**src/rtl/cfg_par_pkg.sv**
```systemverilog
package cfg_par_pkg;
   typedef enum logic [4:0] {
      ST_IDLE,
      ST_PROG,
      ST_SETTLE,
      ST_WR_ON,
      ST_CS_ON,
      ST_PARK,
      ST_REQ,
      ST_SETUP,
      ST_LOW,
      ST_HIGH,
      ST_BSY_CHK,
      ST_STALL_LO,
      ST_STALL_HI,
      ST_CS_OFF,
      ST_WR_OFF,
      ST_DONE_CHK,
      ST_DONE_LO,
      ST_DONE_HI,
      ST_OK,
      ST_FAIL
   } cfg_state_e;
endpackage

```
**src/rtl/cfg_phase_tick.sv**
```systemverilog
module cfg_phase_tick #(
   parameter int HALF = 2
) (
   input  logic clk,
   input  logic rst_n,
   input  logic clr,
   output logic last
);
   localparam int PW = (HALF < 2) ? 1 : $clog2(HALF);

   if (HALF < 1) begin : g_bad_half
      $error("cfg_phase_tick: HALF must be at least 1");
   end

   logic [PW-1:0] cnt_q;

   assign last = (cnt_q == PW'(HALF - 1));

   always_ff @(posedge clk or negedge rst_n) begin
      if (!rst_n)       cnt_q <= '0;
      else if (clr)     cnt_q <= '0;
      else if (!last)   cnt_q <= cnt_q + 1'b1;
   end
endmodule

```
**src/rtl/cfg_wait_timer.sv**
```systemverilog
module cfg_wait_timer #(
   parameter int LIMIT = 500000
) (
   input  logic                         clk,
   input  logic                         rst_n,
   input  logic                         clr,
   output logic [$clog2(LIMIT+1)-1:0]   count,
   output logic                         expired
);
   localparam int TW = $clog2(LIMIT + 1);

   if (LIMIT < 1) begin : g_bad_limit
      $error("cfg_wait_timer: LIMIT must be at least 1");
   end

   logic [TW-1:0] cnt_q;

   assign count   = cnt_q;
   assign expired = (cnt_q == TW'(LIMIT));

   always_ff @(posedge clk or negedge rst_n) begin
      if (!rst_n)        cnt_q <= '0;
      else if (clr)      cnt_q <= '0;
      else if (!expired) cnt_q <= cnt_q + 1'b1;
   end
endmodule

```
**src/rtl/cfg_byte_left.sv**
```systemverilog
module cfg_byte_left #(
   parameter int CNT_W = 16
) (
   input  logic             clk,
   input  logic             rst_n,
   input  logic             load,
   input  logic [CNT_W-1:0] load_val,
   input  logic             dec,
   output logic             zero
);
   if (CNT_W < 1) begin : g_bad_w
      $error("cfg_byte_left: CNT_W must be at least 1");
   end

   logic [CNT_W-1:0] left_q;

   assign zero = (left_q == '0);

   always_ff @(posedge clk or negedge rst_n) begin
      if (!rst_n)            left_q <= '0;
      else if (load)         left_q <= load_val;
      else if (dec && !zero) left_q <= left_q - 1'b1;
   end
endmodule

```
**src/rtl/cfg_par_loader.sv**
```systemverilog
module cfg_par_loader
   import cfg_par_pkg::*;
#(
   parameter int CNT_W    = 16,
   parameter int DATA_W   = 8,
   parameter int HALF     = 2,       // configuration clock half-period, system cycles
   parameter int PROG_CYC = 8,       // program pulse width, system cycles
   parameter int TMO_CYC  = 500000,  // 10 ms at 50 MHz
   parameter bit BUSY_CHK = 1'b1
) (
   input  logic              clk,
   input  logic              rst_n,
   input  logic              start,
   input  logic [CNT_W-1:0]  byte_count,
   input  logic              s_valid,
   input  logic [DATA_W-1:0] s_data,
   output logic              s_ready,
   output logic              cfg_prog,
   output logic              cfg_cs,
   output logic              cfg_wr,
   output logic              cfg_clk,
   output logic [DATA_W-1:0] cfg_d,
   input  logic              cfg_init,
   input  logic              cfg_busy,
   input  logic              cfg_done,
   output logic              cfg_abort,
   output logic              load_ok,
   output logic              load_fail
);
   localparam int TW = $clog2(TMO_CYC + 1);

   if (PROG_CYC < 1 || PROG_CYC > TMO_CYC) begin : g_bad_prog
      $error("cfg_par_loader: PROG_CYC must lie in 1..TMO_CYC");
   end
   if (DATA_W < 1) begin : g_bad_dw
      $error("cfg_par_loader: DATA_W must be at least 1");
   end

   cfg_state_e        state_q, state_d;
   logic              ph_last, ph_clr;
   logic              tm_clr, tm_exp;
   logic [TW-1:0]     tm_cnt;
   logic              left_zero, cnt_load, cnt_dec;
   logic              busy_gate;
   logic [DATA_W-1:0] d_q;
   logic              accept;

   // busy checking variant
   if (BUSY_CHK) begin : g_busy_on
      assign busy_gate = cfg_busy;
   end else begin : g_busy_off
      assign busy_gate = 1'b0;
   end

   cfg_phase_tick #(.HALF(HALF)) u_tick (
      .clk   (clk),
      .rst_n (rst_n),
      .clr   (ph_clr),
      .last  (ph_last)
   );

   cfg_wait_timer #(.LIMIT(TMO_CYC)) u_timer (
      .clk     (clk),
      .rst_n   (rst_n),
      .clr     (tm_clr),
      .count   (tm_cnt),
      .expired (tm_exp)
   );

   cfg_byte_left #(.CNT_W(CNT_W)) u_left (
      .clk      (clk),
      .rst_n    (rst_n),
      .load     (cnt_load),
      .load_val (byte_count),
      .dec      (cnt_dec),
      .zero     (left_zero)
   );

   always_comb begin
      state_d = state_q;
      unique case (state_q)
         ST_IDLE:     if (start) state_d = ST_PROG;
         ST_PROG:     if (tm_cnt == TW'(PROG_CYC - 1)) state_d = ST_SETTLE;
         ST_SETTLE:   if (!cfg_init && !cfg_busy) state_d = ST_WR_ON;
                      else if (tm_exp)            state_d = ST_FAIL;
         ST_WR_ON:    state_d = ST_CS_ON;
         ST_CS_ON:    state_d = ST_PARK;
         ST_PARK:     state_d = ST_REQ;
         ST_REQ:      if (left_zero)    state_d = ST_CS_OFF;
                      else if (s_valid) state_d = ST_SETUP;
         ST_SETUP:    if (ph_last) state_d = ST_LOW;
         ST_LOW:      if (ph_last) state_d = ST_HIGH;
         ST_HIGH:     if (ph_last) state_d = ST_BSY_CHK;
         ST_BSY_CHK:  if (!busy_gate)  state_d = ST_REQ;
                      else if (tm_exp) state_d = ST_FAIL;
                      else             state_d = ST_STALL_LO;
         ST_STALL_LO: if (ph_last) state_d = ST_STALL_HI;
         ST_STALL_HI: if (ph_last) state_d = ST_BSY_CHK;
         ST_CS_OFF:   state_d = ST_WR_OFF;
         ST_WR_OFF:   state_d = ST_DONE_CHK;
         ST_DONE_CHK: if (cfg_done)    state_d = ST_OK;
                      else if (tm_exp) state_d = ST_FAIL;
                      else             state_d = ST_DONE_LO;
         ST_DONE_LO:  if (ph_last) state_d = ST_DONE_HI;
         ST_DONE_HI:  if (ph_last) state_d = ST_DONE_CHK;
         ST_OK:       state_d = ST_IDLE;
         ST_FAIL:     state_d = ST_IDLE;
         default:     state_d = ST_IDLE;
      endcase
   end

   assign ph_clr   = (state_d != state_q);
   assign tm_clr   = (state_q == ST_IDLE) || (state_q == ST_HIGH) || (state_q == ST_WR_OFF)
                   || (state_q == ST_PROG && state_d == ST_SETTLE);
   assign cnt_load = (state_q == ST_IDLE) && start;
   assign cnt_dec  = (state_q == ST_HIGH) && ph_last;
   assign accept   = (state_q == ST_REQ) && !left_zero && s_valid;

   always_ff @(posedge clk or negedge rst_n) begin
      if (!rst_n) begin
         state_q <= ST_IDLE;
         d_q     <= '0;
      end else begin
         state_q <= state_d;
         if (accept) d_q <= s_data;
      end
   end

   // pin decode
   always_comb begin
      cfg_prog  = (state_q == ST_PROG);
      cfg_abort = (state_q == ST_FAIL);
      load_fail = (state_q == ST_FAIL);
      load_ok   = (state_q == ST_OK);
      s_ready   = (state_q == ST_REQ) && !left_zero;
      unique case (state_q)
         ST_CS_ON, ST_PARK, ST_REQ, ST_SETUP, ST_LOW, ST_HIGH,
         ST_BSY_CHK, ST_STALL_LO, ST_STALL_HI: cfg_cs = 1'b1;
         default:                              cfg_cs = 1'b0;
      endcase
      unique case (state_q)
         ST_WR_ON, ST_CS_ON, ST_PARK, ST_REQ, ST_SETUP, ST_LOW, ST_HIGH,
         ST_BSY_CHK, ST_STALL_LO, ST_STALL_HI, ST_CS_OFF: cfg_wr = 1'b1;
         default:                                        cfg_wr = 1'b0;
      endcase
      unique case (state_q)
         ST_PARK, ST_REQ, ST_SETUP, ST_HIGH, ST_BSY_CHK, ST_STALL_HI,
         ST_CS_OFF, ST_WR_OFF, ST_DONE_CHK, ST_DONE_HI: cfg_clk = 1'b1;
         default:                                      cfg_clk = 1'b0;
      endcase
   end

   assign cfg_d = d_q;
endmodule

```
**config.mk**
```make
export PLATFORM = sky130hd
export DESIGN_NAME = cfg_par_loader
export DESIGN_NICKNAME = d
export VERILOG_FILES = /design/src/rtl/cfg_par_pkg.sv /design/src/rtl/cfg_phase_tick.sv /design/src/rtl/cfg_wait_timer.sv /design/src/rtl/cfg_byte_left.sv /design/src/rtl/cfg_par_loader.sv
export SDC_FILE = /design/constraint.sdc
export NUM_CORES = 1
export LEC_CHECK = 0
export ABC_AREA = 0
export BUFFER_PORTS_ARGS = -buffer_cell sky130_fd_sc_hd__buf_4
export CORE_MARGIN = 2
export CORE_UTILIZATION = 49
export DETAILED_ROUTE_END_ITERATION = 10
export PLACE_DENSITY_LB_ADDON = 0.15
export SYNTH_ARGS = -nofsm -noshare
export SYNTH_HDL_FRONTEND = slang
export SYNTH_SLANG_ARGS = --single-unit
```
**constraint.sdc**
```tcl
create_clock -name clk -period 2.7 [get_ports clk]
set_input_delay 0.405 -clock clk [delete_from_list [all_inputs] [get_ports clk]]
set_output_delay 0.405 -clock clk [all_outputs]
set_load 0.01 [all_outputs]
```
==> impl_metrics.toml, run 1 <==
[floorplan]
initial_core_util_pct = 50.9
die_area_sq_um = 7300
die_y_um = 85.4
row_count = 29
core-area_sq_um = 6390
ios = 47
die_w_um = 85.4

[routing]
vias = 2818
drtPass1Iterations = 4
route.detailed.drc = 0
ant_nets = 0
routed_wl_um = 7480
routed_via_density = 5.75
drt_iter0_markers = 122
post_drt_wl_per_cell_um = 15.3

[setup_path]
critPathKind = "reg2reg"
r2r-end = "u_timer.count[12]"
required_ps = 2880
critical_path.endpoint_type = "register"
crit_arrival_ps = 2780
regToRegStartpoint = "state_q[0]"
start_kind = "register"
r2r_cells = 8
reg2reg_slack_ps = 100
critPathMaxFanout = 19

[layout]
drive_above_1_share_pct = 27.8
syn_to_final_growth_pct = 18.7
n_fill_cell = 575
final_common_cell = "buf_4"
final_cell_mix = "buf_4 (59), dfrtp_1 (47), nor2_1 (42)"
finalInstanceArea_sq_um = 3860
nNetsFinal = 450
n_antenna_cell = 0

[placed_design]
globalplace.congestion = 0.925
post-dp-hpwl_um = 5690
placed_cell_area_sq_um = 3730
portBuffers = 46

[grt]
antenna_found_initial = 0
grt_pass1_wl_um = 12700
grtUsageTotal_pct = 21.2
grt_pass1_vias = 2792
grt_max_degree = 50
grt_overflow = 0

[synthesis]
ys_ff_latch = 49
synth_top_cell_area_share_pct = 37.8
yosys.area.top_type = "dfrtp_1"
avgSynthCellArea_sq_um = 9.05
syn_nets = 397
syn-cell-area_sq_um = 3250
ys_types = 61
synthTopCellsByArea = "dfrtp_1 (38%), xnor2_1 (5.4%), nor2_1 (4.9%), a21oi_1 (4.3%), mux2_2 (3.5%)"
syn_inst = 359
yosys_warnings = 0
async_reset_ff_share_pct = 100
synth_ff_type = "dfrtp_1"
synth-edff-count = 0
seq_area_frac_synth_pct = 37.8

[clock_tree]
root_buffer = "clkbuf_8"
cts_setup_buffers = 0
post_cts_resized = 0
htreeDepth = 2
cts.sink_count = 49
clkTransAtPathRegs_ps = 90
holdBufCountCts = 0
cts_buffers = 5
cts_tree = "done"
worstSkewPairLatency_ps = 300
cts_buffer_depth = 2

[sta]
fin_tns_setup_ps = 0
max_clock_freq_mhz = 385
slew_headroom_pct = 55.9
rsz0062_at_grt = "false"
clock-skew-final_ps = 9.34
setup_viol = 0
worst_pin_slew_ps = 656
post-route-period-util_pct = 96.3
maxSlewViolCount = 0
fin_crit_ps = 2600
hold_viol = 0

[min_path]
hold_class = "in2async"

[pwr]
total_power_uw = 3550
power_density_nw_per_um2 = 921
leakage_uw = 0.00167
peakVddDrop_uv = 469

[outcome]
status = "completed"

[job]
maxCapViolations = 0
-- report_power, final --
| part | switching [uW] | internal, uW |
|---|---|---|
| clock | 248 | 184 |
| combinational | 993 | 896 |
| sequential | 249 | 981 |
| total | 1490 | 2060 |
-- kinds of logic after synthesis --
group / count (synthesis) / share of synthesized area, %
adder cells (fa/ha/maj): 7 / 2.70
flip-flops: 49 / 37.8
multiplexers: 10 / 3.47
AND/OR/NAND/NOR: 164 / 29.0
buffers and inverters: 31 / 5.20
AO/OA/AOI/OAI: 66 / 13.3
XOR/XNOR: 32 / 8.63
-- through the flow --
step                setup WS [ps]  std cells  hold WS [ps]  util (%)
detailed placement           70.0        482           465      58.5
CTS                          54.4        490           128      59.9
global placement             76.0        482           467      58.5
finish                        100        490           108      60.4
floorplan                     225        359           109         -
global route                 4.87        490           176      60.4
-- cell type report --
type | instances | area [sq um] | area share [%]
clock buffer | 5 | 68.8 | 1.78
clock inverter | 3 | 21.3 | 0.552
inverter | 15 | 56.3 | 1.46
multi-input combinational | 279 | 1880 | 48.8
sequential | 49 | 1230 | 31.9
tap | 77 | 96.3 | 2.50
timing repair buffer | 62 | 503 | 13.0
-- cell usage after synthesis, types with 3 or more instances --
cell       n
dfrtp_1   49
nor2_1    42
a21oi_1   28
nand2_1   23
nor3_1    22
xnor2_1   20
inv_1     15
xor2_1    12
nand3_1   11
mux2_2    10
nand4_1   10
o21ai_0   10
nor2_4     9
a21o_1     7
clkbuf_1   7
ha_1       7
nor4_1     7
nor2b_1    6
a31oi_1    4
and3_1     4
buf_2      4
and2_1     3
nand2b_1   3
or4_4      3
-- state kept, by name, summed over array words and instances (netlist names) --
| register | flops |
|---|---|
| state_q | 5 |
| u_tick.last | 1 |
| u_left.left_q | 16 |
| u_timer.count | 19 |
| cfg_d | 8 |
-- worst max-delay path by stage --
stage	slack, ps	to	cells past startpoint	from
final	100	u_timer.count[12]	8	state_q[0]
after global routing	5	u_timer.count[12]	7	u_left.left_q[3]
after CTS	50	u_timer.count[12]	9	state_q[1]
after detailed placement	70	u_timer.count[12]	9	state_q[1]
after global placement	80	u_timer.count[12]	9	state_q[1]
after floorplan	230	u_timer.count[13]	11	state_q[1]
-- critical path, stage by stage, from the launching register on --
cell and delay, ps:
dfrtp_2 460, ha_1 330, a32oi_1 250, a21oi_1 100, or4_4 590, nor3_1 250, a31o_1 230, buf_12 200
nor3_1 70
-- routing by layer --
layer	share of wire, %	routed length, um	global-route usage (%)
met5	0	0	0
met4	2.0	146	6.78
met3	5.3	399	3.79
met2	48	3600	35.5
met1	44	3330	28.0
(Power assumes the default switching activity.)
==> inputs of run 2 (changes only) <==
CAP_MARGIN = 10   (was default)
CTS_CLUSTER_DIAMETER = 30   (was default)
MAX_ROUTING_LAYER = met4   (was default)
==> run 2 against run 1 <==
Net effect: clock skew is 1.1 ps higher; fmax is 1.6% higher; utilization is 0.078 points lower; non-clock buffer count is 4 higher.
==> impl_metrics.toml, run 2 (same netlist as run 1, synthesis figures left out) <==
[outcome]
status = "completed"

[setup_path]
crit_arrival_ps = 2740
r2r_cells = 9
crit_path_frequent_cell = "nor3_1"
regToRegStartpoint = "state_q[1]"
critPathKind = "reg2reg"
start_kind = "register"
crit_cells = 9
required_ps = 2880
path_buf_inv = 2
r2r-end = "u_timer.count[12]"
worst_path_max_delay_cell = "or4_4"
path_delay_family = "simple AND/OR/NAND/NOR gates"
path_cells = "buf_4 > ha_1 > a32oi_1 > a21oi_1 > or4_4 > nor3_1 > a31o_1 > buf_12 > nor3_1"
critPathMaxStageDelay_ps = 570
critPathMaxFanout = 19
reg2reg_slack_ps = 140
critical_path.endpoint_type = "register"

[sta]
max_clock_freq_mhz = 391
rsz0062_at_grt = "false"
hold_viol = 0
maxSlewViolCount = 0
setup_viol = 0
worst_pin_slew_ps = 609
slew_headroom_pct = 59.4
post-route-period-util_pct = 94.7
fin_tns_setup_ps = 0
fin_crit_ps = 2560
clock-skew-final_ps = 10.4

[placed_design]
post-dp-hpwl_um = 5780
globalplace.congestion = 0.947
portBuffers = 46

[layout]
syn_to_final_growth_pct = 18.6
n_antenna_cell = 0
nNetsFinal = 454
final_common_cell = "buf_4"
final_cell_mix = "buf_4 (65), dfrtp_1 (47), nor2_1 (42)"
utilization_pct = 60.3
drive_above_1_share_pct = 28.1
largest_reg_flops = 19

[clock_tree]
clkTransAtPathRegs_ps = 100
htreeDepth = 2
cts.sink_count = 49
holdBufCountCts = 0
cts_tree = "done"
cts_buffers = 5
worstSkewPairLatency_ps = 310
root_buffer = "clkbuf_8"
cts_buffer_depth = 2

[routing]
post_drt_wl_per_cell_um = 15.4
vias = 2861
routed_wl_um = 7590
route.detailed.drc = 0
ant_nets = 0
drtPass1Iterations = 5
routed_via_density = 5.79
drt_iter0_markers = 191

[pwr]
power_density_nw_per_um2 = 937
peakVddDrop_uv = 476
leakage_uw = 0.00168

[floorplan]
initial_core_util_pct = 50.9
die_y_um = 85.4
row_count = 29
ios = 47
die_w_um = 85.4
core-area_sq_um = 6390
die_area_sq_um = 7300

[grt]
grt_overflow = 0
grtUsageTotal_pct = 23.0
grt_max_degree = 50
antenna_found_initial = 0
grt_pass1_vias = 2875
grt_pass1_wl_um = 13200

[job]
maxCapViolations = 0

[min_path]
hold_class = "in2async"
run 2: changes by cell type in the layout (fill, tap and decap cells not counted), sizes merged:
cell,change
buf,+4
clkinvlp,-1
inv,+1
run 2: what timing repair did:
action | CTS | global route
endpoints found under the setup margin | 0 | 28
buffers inserted | 0 | 0
resized for setup | 0 | 5
run 2: worst max-delay path by stage:
| stage | startpoint | end | slack (ps) |
|---|---|---|---|
| after CTS | state_q[0] | u_timer.count[12] | 30 |
| after global placement | state_q[0] | u_timer.count[12] | 80 |
| after detailed placement | state_q[0] | u_timer.count[12] | 60 |
| after floorplan | state_q[1] | u_timer.count[13] | 230 |
| after global routing | u_left.left_q[0] | u_left.left_q[9] | 4 |
| final | state_q[1] | u_timer.count[12] | 140 |
run 2: final cells by class:
type / instances / area [sq um]
flip-flops and latches: 49 / 1230
inverters: 15 / 56.3
well taps: 77 / 96.3
repair buffers: 66 / 508
clock inverters: 3 / 28.8
clock buffers: 5 / 68.8
multi-input cells: 279 / 1860
fillers: 582 / 2530
run 2: stage by stage:
step	instance area (sq um)	setup slack [ps]	power (uW)	hold WS (ps)	cells
finish	3850	142	3610	105	494
detailed placement	3740	60.5	3130	467	486
global placement	3740	82.0	3120	466	486
global route	3850	3.84	3890	141	494
floorplan	3250	225	2500	109	359
CTS	3840	32.2	3610	128	494
run 2: where the power goes:
group | total, uW | leakage, uW | internal (uW) | switching (uW)
combinational | 1910 | 0.00102 | 903 | 1000
sequential | 1240 | 0.000605 | 980 | 257
clock | 463 | 0.0000506 | 194 | 269
total | 3610 | 0.00168 | 2080 | 1530
run 2: layer usage:
layer	GRT usage (%)	vias to the layer above	wire, um
li1	-	1375	-
met1	29.5	1357	3360
met2	37.6	115	3690
met3	3.70	14	392
met4	6.78	0	150
met5	-	-	0
==> inputs of run 3 (changes only) <==
--- a/config.mk
+++ b/config.mk
@@ -15,4 +15,5 @@
 export MAX_ROUTING_LAYER = met4
 export PLACE_DENSITY_LB_ADDON = 0.15
+export SETUP_SLACK_MARGIN = 0.02
 export SYNTH_ARGS = -nofsm -noshare
 export SYNTH_HDL_FRONTEND = slang
==> constraint.sdc (replaced) <==
create_clock -name clk -period 2.7 [get_ports clk]
set_input_delay 0.27 -clock clk [delete_from_list [all_inputs] [get_ports clk]]
set_output_delay 0.27 -clock clk [all_outputs]
set_load 0.01 [all_outputs]
==> run 3 against run 2 <==
Net effect: critical path type unchanged; largest cell class unchanged; largest power group unchanged; non-clock buffer count increased by 1; die area unchanged; via count about the same; combinational power about the same; register-to-register slack got worse by 20 ps.
==> impl_metrics.toml, run 3 (same netlist as run 1, synthesis figures left out) <==
[routing]
post_drt_wl_per_cell_um = 15.4
drtPass1Iterations = 6
vias = 2859
routed_wl_um = 7640
drt_iter0_markers = 183
route.detailed.drc = 0
ant_nets = 0
routed_via_density = 5.78

[clock_tree]
cts.sink_count = 49
cts_tree = "done"
cts_buffers = 5
cts_buffer_depth = 2
worstSkewPairLatency_ps = 310
clkTransAtPathRegs_ps = 100
root_buffer = "clkbuf_8"
cts_setup_buffers = 0
htreeDepth = 2

[floorplan]
die_y_um = 85.4
initial_core_util_pct = 50.9
die_w_um = 85.4
die_area_sq_um = 7300
core-area_sq_um = 6390
ios = 47
row_count = 29

[grt]
grt_overflow = 0
grt_max_degree = 50
grtUsageTotal_pct = 23.0
grt_pass1_vias = 2881
grt_pass1_wl_um = 13200
antenna_found_initial = 0

[pwr]
peakVddDrop_uv = 477
leakage_uw = 0.00168
power_density_nw_per_um2 = 936
total_power_uw = 3610

[setup_path]
required_ps = 2880
critPathMaxFanout = 19
critical_path.endpoint_type = "register"
crit_arrival_ps = 2760
start_kind = "register"
critPathKind = "reg2reg"

[layout]
utilization_pct = 60.5
n_antenna_cell = 0
syn_to_final_growth_pct = 18.9
finalInstanceArea_sq_um = 3860
nNetsFinal = 455
ff_latch_area_sq_um = 1230
final_cell_mix = "buf_4 (65), dfrtp_1 (47), nor2_1 (42)"
n_fill_cell = 584
final_common_cell = "buf_4"
finalNonFillerCells = 495
largest_reg_flops = 19
drive_above_1_share_pct = 28.2
multi_input_area_sq_um = 1860

[sta]
worst_pin_slew_ps = 615
max_clock_freq_mhz = 388
clock-skew-final_ps = 10.5
rsz0062_at_grt = "true"
hold_viol = 0
slew_headroom_pct = 59.0
fin_tns_setup_ps = 0
fin_crit_ps = 2570
maxSlewViolCount = 0
post-route-period-util_pct = 95.3
setup_viol = 0

[placed_design]
portBuffers = 46
placed_cell_area_sq_um = 3740
placed_cells = 486
post-dp-hpwl_um = 5780
globalplace.congestion = 0.947

[outcome]
status = "completed"

[job]
maxCapViolations = 0

[min_path]
hold_class = "in2reg"
## run 3: final timing paths
path	startpoint	to	slack (ps)	depth (start not counted)
hold reg to reg	cfg_d[3]	cfg_d[3]	520	1
hold / removal	s_data[0]	cfg_d[0]	190	2
max in group asynchronous	rst_n	state_q[3]	1730	2
setup / recovery	state_q[1]	u_timer.count[12]	130	9
setup reg to reg	state_q[1]	u_timer.count[12]	130	9
min in group asynchronous	rst_n	u_timer.count[6]	520	2
## run 3: stage by stage
stage,setup WS (ps),hold slack (ps)
2_1_floorplan,225,-25.6
3_3_place_gp,82.0,331
3_5_place_dp,60.5,332
4_1_cts,32.2,178
5_1_grt,3.84,169
6_report,126,188
## run 3: what timing repair did
action | in CTS | in global routing
setup endpoints to repair | 0 | 30
hold endpoints to repair | 35 | 0
hold buffers | 1 | 0
gates resized for setup | 0 | 6
## run 3: final cells by class
| type | instances | share of cell area (%) |
|---|---|---|
| clock buffers | 5 | 1.78 |
| clock inverters | 3 | 0.745 |
| inverters | 15 | 1.46 |
| multi-input cells | 279 | 48.3 |
| flip-flops and latches | 49 | 31.8 |
| well taps | 77 | 2.50 |
| repair buffers | 67 | 13.4 |
## run 3: report_power, final
part           switching, uW  internal (uW)  leakage (uW)
Combinational           1010            905       0.00102
Clock                    269            194     0.0000506
Sequential               259            980      0.000605
## run 3: routing by layer
layer	up-vias	wire length, um	track usage [%]
li1	1379	-	-
met1	1358	3420	29.5
met2	106	3690	37.7
met3	16	385	3.70
met4	0	155	6.78
met5	-	0	-
## run 3: critical path: stages, from the launching register on
cell and delay [ps]:
dfrtp_1 390, buf_4 160, ha_1 260, a32oi_1 230, a21oi_1 80, or4_4 570, nor3_1 250, a31o_1 230
buf_12 210, nor3_1 80
